--- src/rtl/baseline_pkg.sv ---
package baseline_pkg;

  // Steering strobes for one 2x2 cell
  typedef struct packed {
    logic swap;   // upper input leaves on the lower output
    logic vld0;   // upper output carries a packet
    logic vld1;   // lower output carries a packet
  } cellCtl_t;

  // Link reached by output p of stage k in a fabric of the given size
  function automatic int nextLine(int stage, int pos, int ports);
    int span;
    int q;
    span = ports >> stage;
    q    = pos % span;
    return (pos - q) + (q % 2) * (span / 2) + q / 2;
  endfunction

endpackage

--- src/rtl/baseline_ctrl.sv ---
module baseline_ctrl
  import baseline_pkg::*;
#(
  parameter int N = 8,
  localparam int S = $clog2(N),
  localparam int C = N / 2
) (
  input  logic                 clk,
  input  logic                 rstN,
  input  logic [N-1:0]         inValid,
  input  logic [N*S-1:0]       inDest,
  output cellCtl_t [S*C-1:0]   ctl,
  output logic [N-1:0]         outBlocked
);

  logic [N-1:0] curV, nxtV, blkNext;
  logic [S-1:0] curD [N];
  logic [S-1:0] nxtD [N];
  logic [S-1:0] curS [N];
  logic [S-1:0] nxtS [N];
  logic         uV, lV, uB, lB, clash, sw, v0, v1;
  int           n0, n1;

  // Header walk: same fabric as the payload, carrying valid/destination/source
  always_comb begin
    blkNext = '0;
    ctl     = '0;
    nxtV    = '0;
    uV = 1'b0; lV = 1'b0; uB = 1'b0; lB = 1'b0;
    clash = 1'b0; sw = 1'b0; v0 = 1'b0; v1 = 1'b0;
    n0 = 0; n1 = 0;
    for (int i = 0; i < N; i++) begin
      curV[i] = inValid[i];
      curD[i] = inDest[i*S +: S];
      curS[i] = S'(i);
      nxtD[i] = '0;
      nxtS[i] = '0;
    end
    for (int k = 0; k < S; k++) begin
      nxtV = '0;
      for (int c = 0; c < C; c++) begin
        uV    = curV[2*c];
        lV    = curV[2*c+1];
        uB    = curD[2*c][S-1-k];
        lB    = curD[2*c+1][S-1-k];
        clash = uV && lV && (uB == lB);
        if (clash) blkNext[curS[2*c+1]] = 1'b1;
        sw = uV ? uB : (lV && !lB);
        v0 = (uV && !uB) || (lV && !lB);
        v1 = (uV && uB) || (lV && lB);
        ctl[k*C+c].swap = sw;
        ctl[k*C+c].vld0 = v0;
        ctl[k*C+c].vld1 = v1;
        n0 = nextLine(k, 2*c, N);
        n1 = nextLine(k, 2*c+1, N);
        nxtV[n0] = v0;
        nxtV[n1] = v1;
        nxtD[n0] = sw ? curD[2*c+1] : curD[2*c];
        nxtD[n1] = sw ? curD[2*c]   : curD[2*c+1];
        nxtS[n0] = sw ? curS[2*c+1] : curS[2*c];
        nxtS[n1] = sw ? curS[2*c]   : curS[2*c+1];
      end
      curV = nxtV;
      for (int i = 0; i < N; i++) begin
        curD[i] = nxtD[i];
        curS[i] = nxtS[i];
      end
    end
  end

  always_ff @(posedge clk or negedge rstN) begin
    if (!rstN) outBlocked <= '0;
    else       outBlocked <= blkNext;
  end

  // Two valid sources sharing a destination must cost someone a flag
  logic dupDest;
  always_comb begin
    dupDest = 1'b0;
    for (int i = 0; i < N; i++)
      for (int j = i + 1; j < N; j++)
        if (inValid[i] && inValid[j] && inDest[i*S +: S] == inDest[j*S +: S])
          dupDest = 1'b1;
  end

  a_r7_dup_dest_blocks: assert property (@(posedge clk) disable iff (!rstN)
    dupDest |=> (outBlocked != '0));

  a_r8_blocked_needs_valid: assert property (@(posedge clk) disable iff (!rstN)
    rstN |=> ((outBlocked & ~$past(inValid)) == '0));

endmodule

--- src/rtl/baseline_datapath.sv ---
module baseline_datapath
  import baseline_pkg::*;
#(
  parameter int N = 8,
  parameter int W = 8,
  localparam int S = $clog2(N),
  localparam int C = N / 2
) (
  input  logic                 clk,
  input  logic                 rstN,
  input  cellCtl_t [S*C-1:0]   ctl,
  input  logic [N*W-1:0]       inData,
  output logic [N-1:0]         outValid,
  output logic [N*W-1:0]       outData
);

  logic [W-1:0] curP [N];
  logic [W-1:0] nxtP [N];
  logic [N-1:0] lastV, firstV;
  int           n0, n1;

  always_comb begin
    lastV  = '0;
    firstV = '0;
    n0 = 0; n1 = 0;
    for (int i = 0; i < N; i++) begin
      curP[i] = inData[i*W +: W];
      nxtP[i] = '0;
    end
    for (int k = 0; k < S; k++) begin
      for (int c = 0; c < C; c++) begin
        n0 = nextLine(k, 2*c, N);
        n1 = nextLine(k, 2*c+1, N);
        nxtP[n0] = ctl[k*C+c].swap ? curP[2*c+1] : curP[2*c];
        nxtP[n1] = ctl[k*C+c].swap ? curP[2*c]   : curP[2*c+1];
        if (k == 0) begin
          firstV[2*c]   = ctl[c].vld0;
          firstV[2*c+1] = ctl[c].vld1;
        end
        if (k == S - 1) begin
          lastV[n0] = ctl[k*C+c].vld0;
          lastV[n1] = ctl[k*C+c].vld1;
        end
      end
      for (int i = 0; i < N; i++) curP[i] = nxtP[i];
    end
  end

  always_ff @(posedge clk or negedge rstN) begin
    if (!rstN) begin
      outValid <= '0;
      outData  <= '0;
    end else begin
      outValid <= lastV;
      for (int j = 0; j < N; j++)
        outData[j*W +: W] <= lastV[j] ? curP[j] : '0;
    end
  end

  // Later stages can only lose packets, never create them
  a_r7_fabric_no_gain: assert property (@(posedge clk) disable iff (!rstN)
    $countones(lastV) <= $countones(firstV));

endmodule

--- src/rtl/baseline_net.sv ---
module baseline_net
  import baseline_pkg::*;
#(
  parameter int N = 8,
  parameter int W = 8,
  localparam int S = $clog2(N),
  localparam int C = N / 2
) (
  input  logic           clk,
  input  logic           rstN,
  input  logic [N-1:0]   inValid,
  input  logic [N*S-1:0] inDest,
  input  logic [N*W-1:0] inData,
  output logic [N-1:0]   outValid,
  output logic [N*W-1:0] outData,
  output logic [N-1:0]   outBlocked
);

  cellCtl_t [S*C-1:0] ctl;

  baseline_ctrl #(.N(N)) u_ctrl (
    .clk(clk), .rstN(rstN), .inValid(inValid), .inDest(inDest),
    .ctl(ctl), .outBlocked(outBlocked)
  );

  baseline_datapath #(.N(N), .W(W)) u_data (
    .clk(clk), .rstN(rstN), .ctl(ctl), .inData(inData),
    .outValid(outValid), .outData(outData)
  );

  a_r7_conserve: assert property (@(posedge clk) disable iff (!rstN)
    rstN |=> ($countones(outValid) + $countones(outBlocked) == $countones($past(inValid))));

  a_r7_never_both_lost: assert property (@(posedge clk) disable iff (!rstN)
    rstN |=> ($countones(outBlocked) <= $countones($past(inValid))));

  a_r2_lone_delivered: assert property (@(posedge clk) disable iff (!rstN)
    (rstN && $countones(inValid) == 1) |=> ($countones(outValid) == 1 && outBlocked == '0));

endmodule

--- config.mk ---
export PLATFORM = sky130hd
export DESIGN_NAME = baseline_net
export DESIGN_NICKNAME = d
export VERILOG_FILES = /design/src/rtl/baseline_pkg.sv /design/src/rtl/baseline_ctrl.sv /design/src/rtl/baseline_datapath.sv /design/src/rtl/baseline_net.sv
export SDC_FILE = /design/constraint.sdc
export NUM_CORES = 1
export LEC_CHECK = 0
export ABC_AREA = 1
export ABC_CLOCK_PERIOD_IN_PS = 800
export BUFFER_PORTS_ARGS = -buffer_cell sky130_fd_sc_hd__buf_2
export CORE_MARGIN = 2
export CORE_UTILIZATION = 50
export DETAILED_ROUTE_END_ITERATION = 8
export PLACE_DENSITY = 0.87
export SLEW_MARGIN = 0
export SYNTH_ARGS = -nofsm -noshare
export SYNTH_HDL_FRONTEND = slang
export SYNTH_SLANG_ARGS = --single-unit
--- constraint.sdc ---
create_clock -name clk -period 0.8 [get_ports clk]
set_input_delay 0.16 -clock clk [delete_from_list [all_inputs] [get_ports clk]]
set_output_delay 0.16 -clock clk [all_outputs]
set_load 0.01 [all_outputs]
==> results.json, run 1 <==
{
  "port_buffers": 176,
  "clockRootBuffer": "clkbuf_16",
  "dp_hpwl_microns": 17500,
  "die_h_microns": 116,
  "grt_max_degree": 31,
  "synth_top_cell_by_area": "dfrtp_1",
  "boundaryPins": 178,
  "worst_endpoint": "u_data.outData[27]$_DFF_PN0_/D",
  "synth_mux_area_frac": 0,
  "synth_seq_cells": 79,
  "synthXorXnorAreaFrac": 0,
  "gp_congestion": 0.984,
  "lastStage": "global routing",
  "ys.flop_type": "dfrtp_1",
  "synth-compound-area-share": 0.199,
  "synth-simple-area-share": 0.359,
  "synth_nets": 1108,
  "synth-edff-count": 0,
  "ys_types": 30,
  "die_w_microns": 116,
  "h-tree-depth": 3,
  "synth_top_family_by_area": "simple AND/OR/NAND/NOR gates",
  "syn_inst": 1010,
  "numClockSinks": 79,
  "syn_area_sq_um": 6290,
  "synth.avg_cell_area_sq_um": 6.23,
  "synth_adder_area_share": 0,
  "cts_buffer_depth": 2,
  "synthArstFlopShare": 1.00,
  "first-error": "[ERROR GRT-0232] Routing congestion too high. Check the congestion heatmap in the GUI.",
  "rows": 40,
  "outcome": "did not finish",
  "gr-total-overflow": 84,
  "worstEpCategory": "sequential cell input",
  "ys_warn_count": 0,
  "synth_top_area_frac": 0.314,
  "cts_made_buffers": 9,
  "grt_usage": 0.753,
  "ys_top_cells_by_area": "dfrtp_1, nand2_1, o21ai_0",
  "initial_core_util": 0.517,
  "ys_seq_area_frac": 0.314
}
[layer usage]
metal,GRT overflow,GRT usage
met1,1,0.759
met2,48,0.932
met3,0,0.576
met4,35,0.778
met5,0,0.126
[per-stage QoR]
| step | cells | setup slack, ns | area, sq um | hold WS [ns] |
|---|---|---|---|---|
| 2_1_floorplan | 1010 | -0.769 | 6740 | -0.136 |
| 3_3_place_gp | 1450 | -0.989 | 8720 | 0.0454 |
| 3_5_place_dp | 1450 | -1.06 | 8720 | 0.0403 |
| 4_1_cts | 1501 | -0.659 | 10400 | 0.0817 |
[what timing repair did]
item                       CTS
gates resized for setup    265
setup buffers               27
setup endpoints to repair  157
hold buffers                 1
cloned                      11
hold endpoints to repair    79
pin swaps                   75
[synthesized netlist by cell type, types with 7 or more instances]
cell,instances
inv_2,10
o21ai_1,20
o21ai_0,140
o21a_1,32
nand2_1,303
nand2_2,28
buf_6,10
or2_2,8
nand3_1,40
or2_1,8
clkbuf_1,15
nand4_1,11
dfrtp_1,79
nor2_1,113
inv_1,145
buf_2,7
[logic make-up after synthesis]
| kind of cell | after synthesis |
|---|---|
| simple gates | 525 |
| compound gates | 215 |
| buf+inv | 190 |
| flops | 79 |
| other cells | 1 |
==> run 2, diff against run 1 <==
--- a/config.mk
+++ b/config.mk
@@ -9,9 +9,9 @@
 export ABC_CLOCK_PERIOD_IN_PS = 800
 export BUFFER_PORTS_ARGS = -buffer_cell sky130_fd_sc_hd__buf_2
 export CORE_MARGIN = 2
-export CORE_UTILIZATION = 50
+export CORE_UTILIZATION = 35
 export DETAILED_ROUTE_END_ITERATION = 8
-export PLACE_DENSITY = 0.87
+export PLACE_DENSITY_LB_ADDON = 0.15
 export SLEW_MARGIN = 0
 export SYNTH_ARGS = -nofsm -noshare
 export SYNTH_HDL_FRONTEND = slang
==> run 2 against run 1 <==
The flow now finishes, with violations (negative setup slack). Synthesized cell count did not move. Area after synthesis did not move.
==> results.json, run 2 <==
{
  "dp_hpwl_microns": 17800,
  "final_cell_mix": "nand2_1, buf_2, inv_1, buf_4, nor2_1",
  "num_vias": 7712,
  "arrival_ns": 1.78,
  "worst_pin_slew_ns": 0.508,
  "cts_tree": "done",
  "final_common_cell": "nand2_1",
  "syn_to_final_growth_pct": 69.2,
  "die-area_sq_um": 19100,
  "path_class": "input port to flip-flop",
  "grt_usage": 0.245,
  "coreArea_sq_um": 17800,
  "nets": 1453,
  "min_period_over_period": 1.88,
  "synth_top_family_by_area": "simple AND/OR/NAND/NOR gates",
  "clockRootBuffer": "clkbuf_16",
  "cp-start-kind": "input port",
  "synth_seq_cells": 79,
  "synth-edff-count": 0,
  "grt_max_degree": 47,
  "grt_setup_unrepaired": "yes",
  "period_minus_slack_ns": 1.50,
  "drv_slew": 0,
  "ant_nets": 0,
  "firstDrtPassIters": 5,
  "fin_ws_ns": -0.701,
  "initial_core_util": 0.354,
  "hold_viol_final": 0,
  "synth_nets": 1108,
  "setup-violations-final": 157,
  "ir_drop_v": 0.00119,
  "total_power_uw": 19700,
  "top_register": "u_data.outData",
  "die_w_microns": 138,
  "place_ws_ns": -1.14,
  "outcome": "finished, violations left",
  "fillerInstances": 1660,
  "die_h_microns": 138,
  "grt_pass1_vias": 7270,
  "leakage_uw": 0.00585,
  "p_per_area_nw_per_um2": 1850,
  "wl_microns": 23900,
  "top_usage_layer": "met2",
  "synth_adder_area_share": 0,
  "fmax_mhz": 666,
  "largest_register_ff_count": 64,
  "cts_buffer_depth": 2,
  "drc": 0,
  "ys.flop_type": "dfrtp_1",
  "holdWs_ns": 0.0810,
  "reg_top3": "u_data.outData x64, u_data.outValid x8, u_ctrl.outBlocked x7",
  "relSlewSlack": 0.657,
  "synth-compound-area-share": 0.199,
  "synth-simple-area-share": 0.359,
  "synth_top_area_frac": 0.314,
  "gp_congestion": 0.920,
  "clkTransAtPathRegs_ns": 0.07,
  "synth.avg_cell_area_sq_um": 6.23,
  "port_buffers": 176,
  "placed_cell_area_sq_um": 8870,
  "synthXorXnorAreaFrac": 0,
  "ys_warn_count": 0,
  "h-tree-depth": 3,
  "boundaryPins": 178,
  "synth.most_common_cell": "nand2_1",
  "synth_mux_area_frac": 0,
  "use_met1": 0.328,
  "yosys-top-cells-count": "nand2_1, inv_1, o21ai_0, nor2_1, dfrtp_1",
  "fin_util": 0.598,
  "grt_pass1_wl_microns": 37300,
  "crit_path_max_fanout": 16,
  "violations": "negative setup slack",
  "hp-class": "input port to flip-flop",
  "met3_usage": 0.0381,
  "gr-usage-met2": 0.400,
  "critPathRequiredTime_ns": 1.08,
  "endpoint_kind": "flip-flop",
  "ys_types": 30,
  "numClockSinks": 79,
  "ys_top_cells_by_area": "dfrtp_1, nand2_1, o21ai_0",
  "drive_above_1_share": 0.467,
  "maxCapViolCount": 0,
  "stdcell_area_sq_um": 10600,
  "syn_area_sq_um": 6290,
  "syn_inst": 1010,
  "ys_seq_area_frac": 0.314,
  "grt_antenna_before_repair": 2,
  "wl_per_cell_microns": 15.0,
  "viasPerCell": 4.85,
  "rows": 49,
  "gr-total-overflow": 0,
  "drtIter0Drc": 466,
  "cts_made_buffers": 9,
  "synth_top_cell_by_area": "dfrtp_1",
  "synthArstFlopShare": 1.00
}
## run 2: cell counts after synthesis
Identical to the previous run, type by type.
## run 2: critical path: stages
cell and delay (ns):
buf_2 0.12, nand2_4 0.12, nand2_8 0.07, buf_6 0.13, buf_6 0.11, nand2_4 0.06, o21ai_4 0.08, inv_2 0.09
nand3_2 0.07, nand2_2 0.11, nand2_4 0.08, o21ai_4 0.22, inv_6 0.10, nand2_1 0.08, nand2_1 0.06, nor2_1 0.11
## run 2: layout make-up
cell class | count | area, sq um | area share
inverter | 156 | 656 | 0.0616
clock buffer | 10 | 239 | 0.0225
sequential | 79 | 1980 | 0.186
tap | 229 | 287 | 0.0269
timing repair buffer | 364 | 2760 | 0.259
clock inverter | 5 | 106 | 0.0100
antenna | 2 | 5.00 | 0.000470
multi-input combinational | 745 | 4610 | 0.433
## run 2: final timing paths
path,from,to,slack [ns],depth (start not counted)
worst max-delay path,inDest[20],u_data.outData[25],-0.70,16
worst min-delay path,inValid[0],u_ctrl.outBlocked[1],0.08,3
max in group asynchronous,rstN,u_data.outData[59],0.22,3
min in group asynchronous,rstN,u_data.outData[23],0.32,3
## run 2: cells by family after synthesis
family                 count (synthesis)
AND/OR/NAND/NOR                      525
other                                  1
flip-flops                            79
buffers and inverters                190
AO/OA/AOI/OAI                        215
## run 2: where the power goes
part / internal [uW] / switching, uW / leakage, uW / total (uW)
Sequential: 4760 / 234 / 0.00103 / 4990
Clock: 3120 / 1730 / 0.000165 / 4850
Combinational: 4250 / 5570 / 0.00466 / 9820
Total: 12100 / 7540 / 0.00585 / 19700
## run 2: metrics by stage
stage / std cells / TNS [ns]
floorplan: 1010 / -49.62
global placement: 1526 / -77.47
detailed placement: 1526 / -79.20
CTS: 1576 / -62.18
global route: 1589 / -73.03
finish: 1590 / -64.29
## run 2: per-layer routing
metal	vias to the layer above	part of all wire
li1	3862	-
met1	3551	0.43
met2	256	0.48
met3	43	0.056
met4	0	0.032
met5	-	0
## run 2: repair_timing
action                                 4_1_cts  5_1_grt
setup endpoints to repair                  157      157
gates resized for setup                    239       72
pin swaps                                   51       37
endpoints found under the hold margin       79        0
hold buffers                                 1        0
gates cloned                                 8        1
setup buffers                               30       15
(Power assumes the default switching activity.)
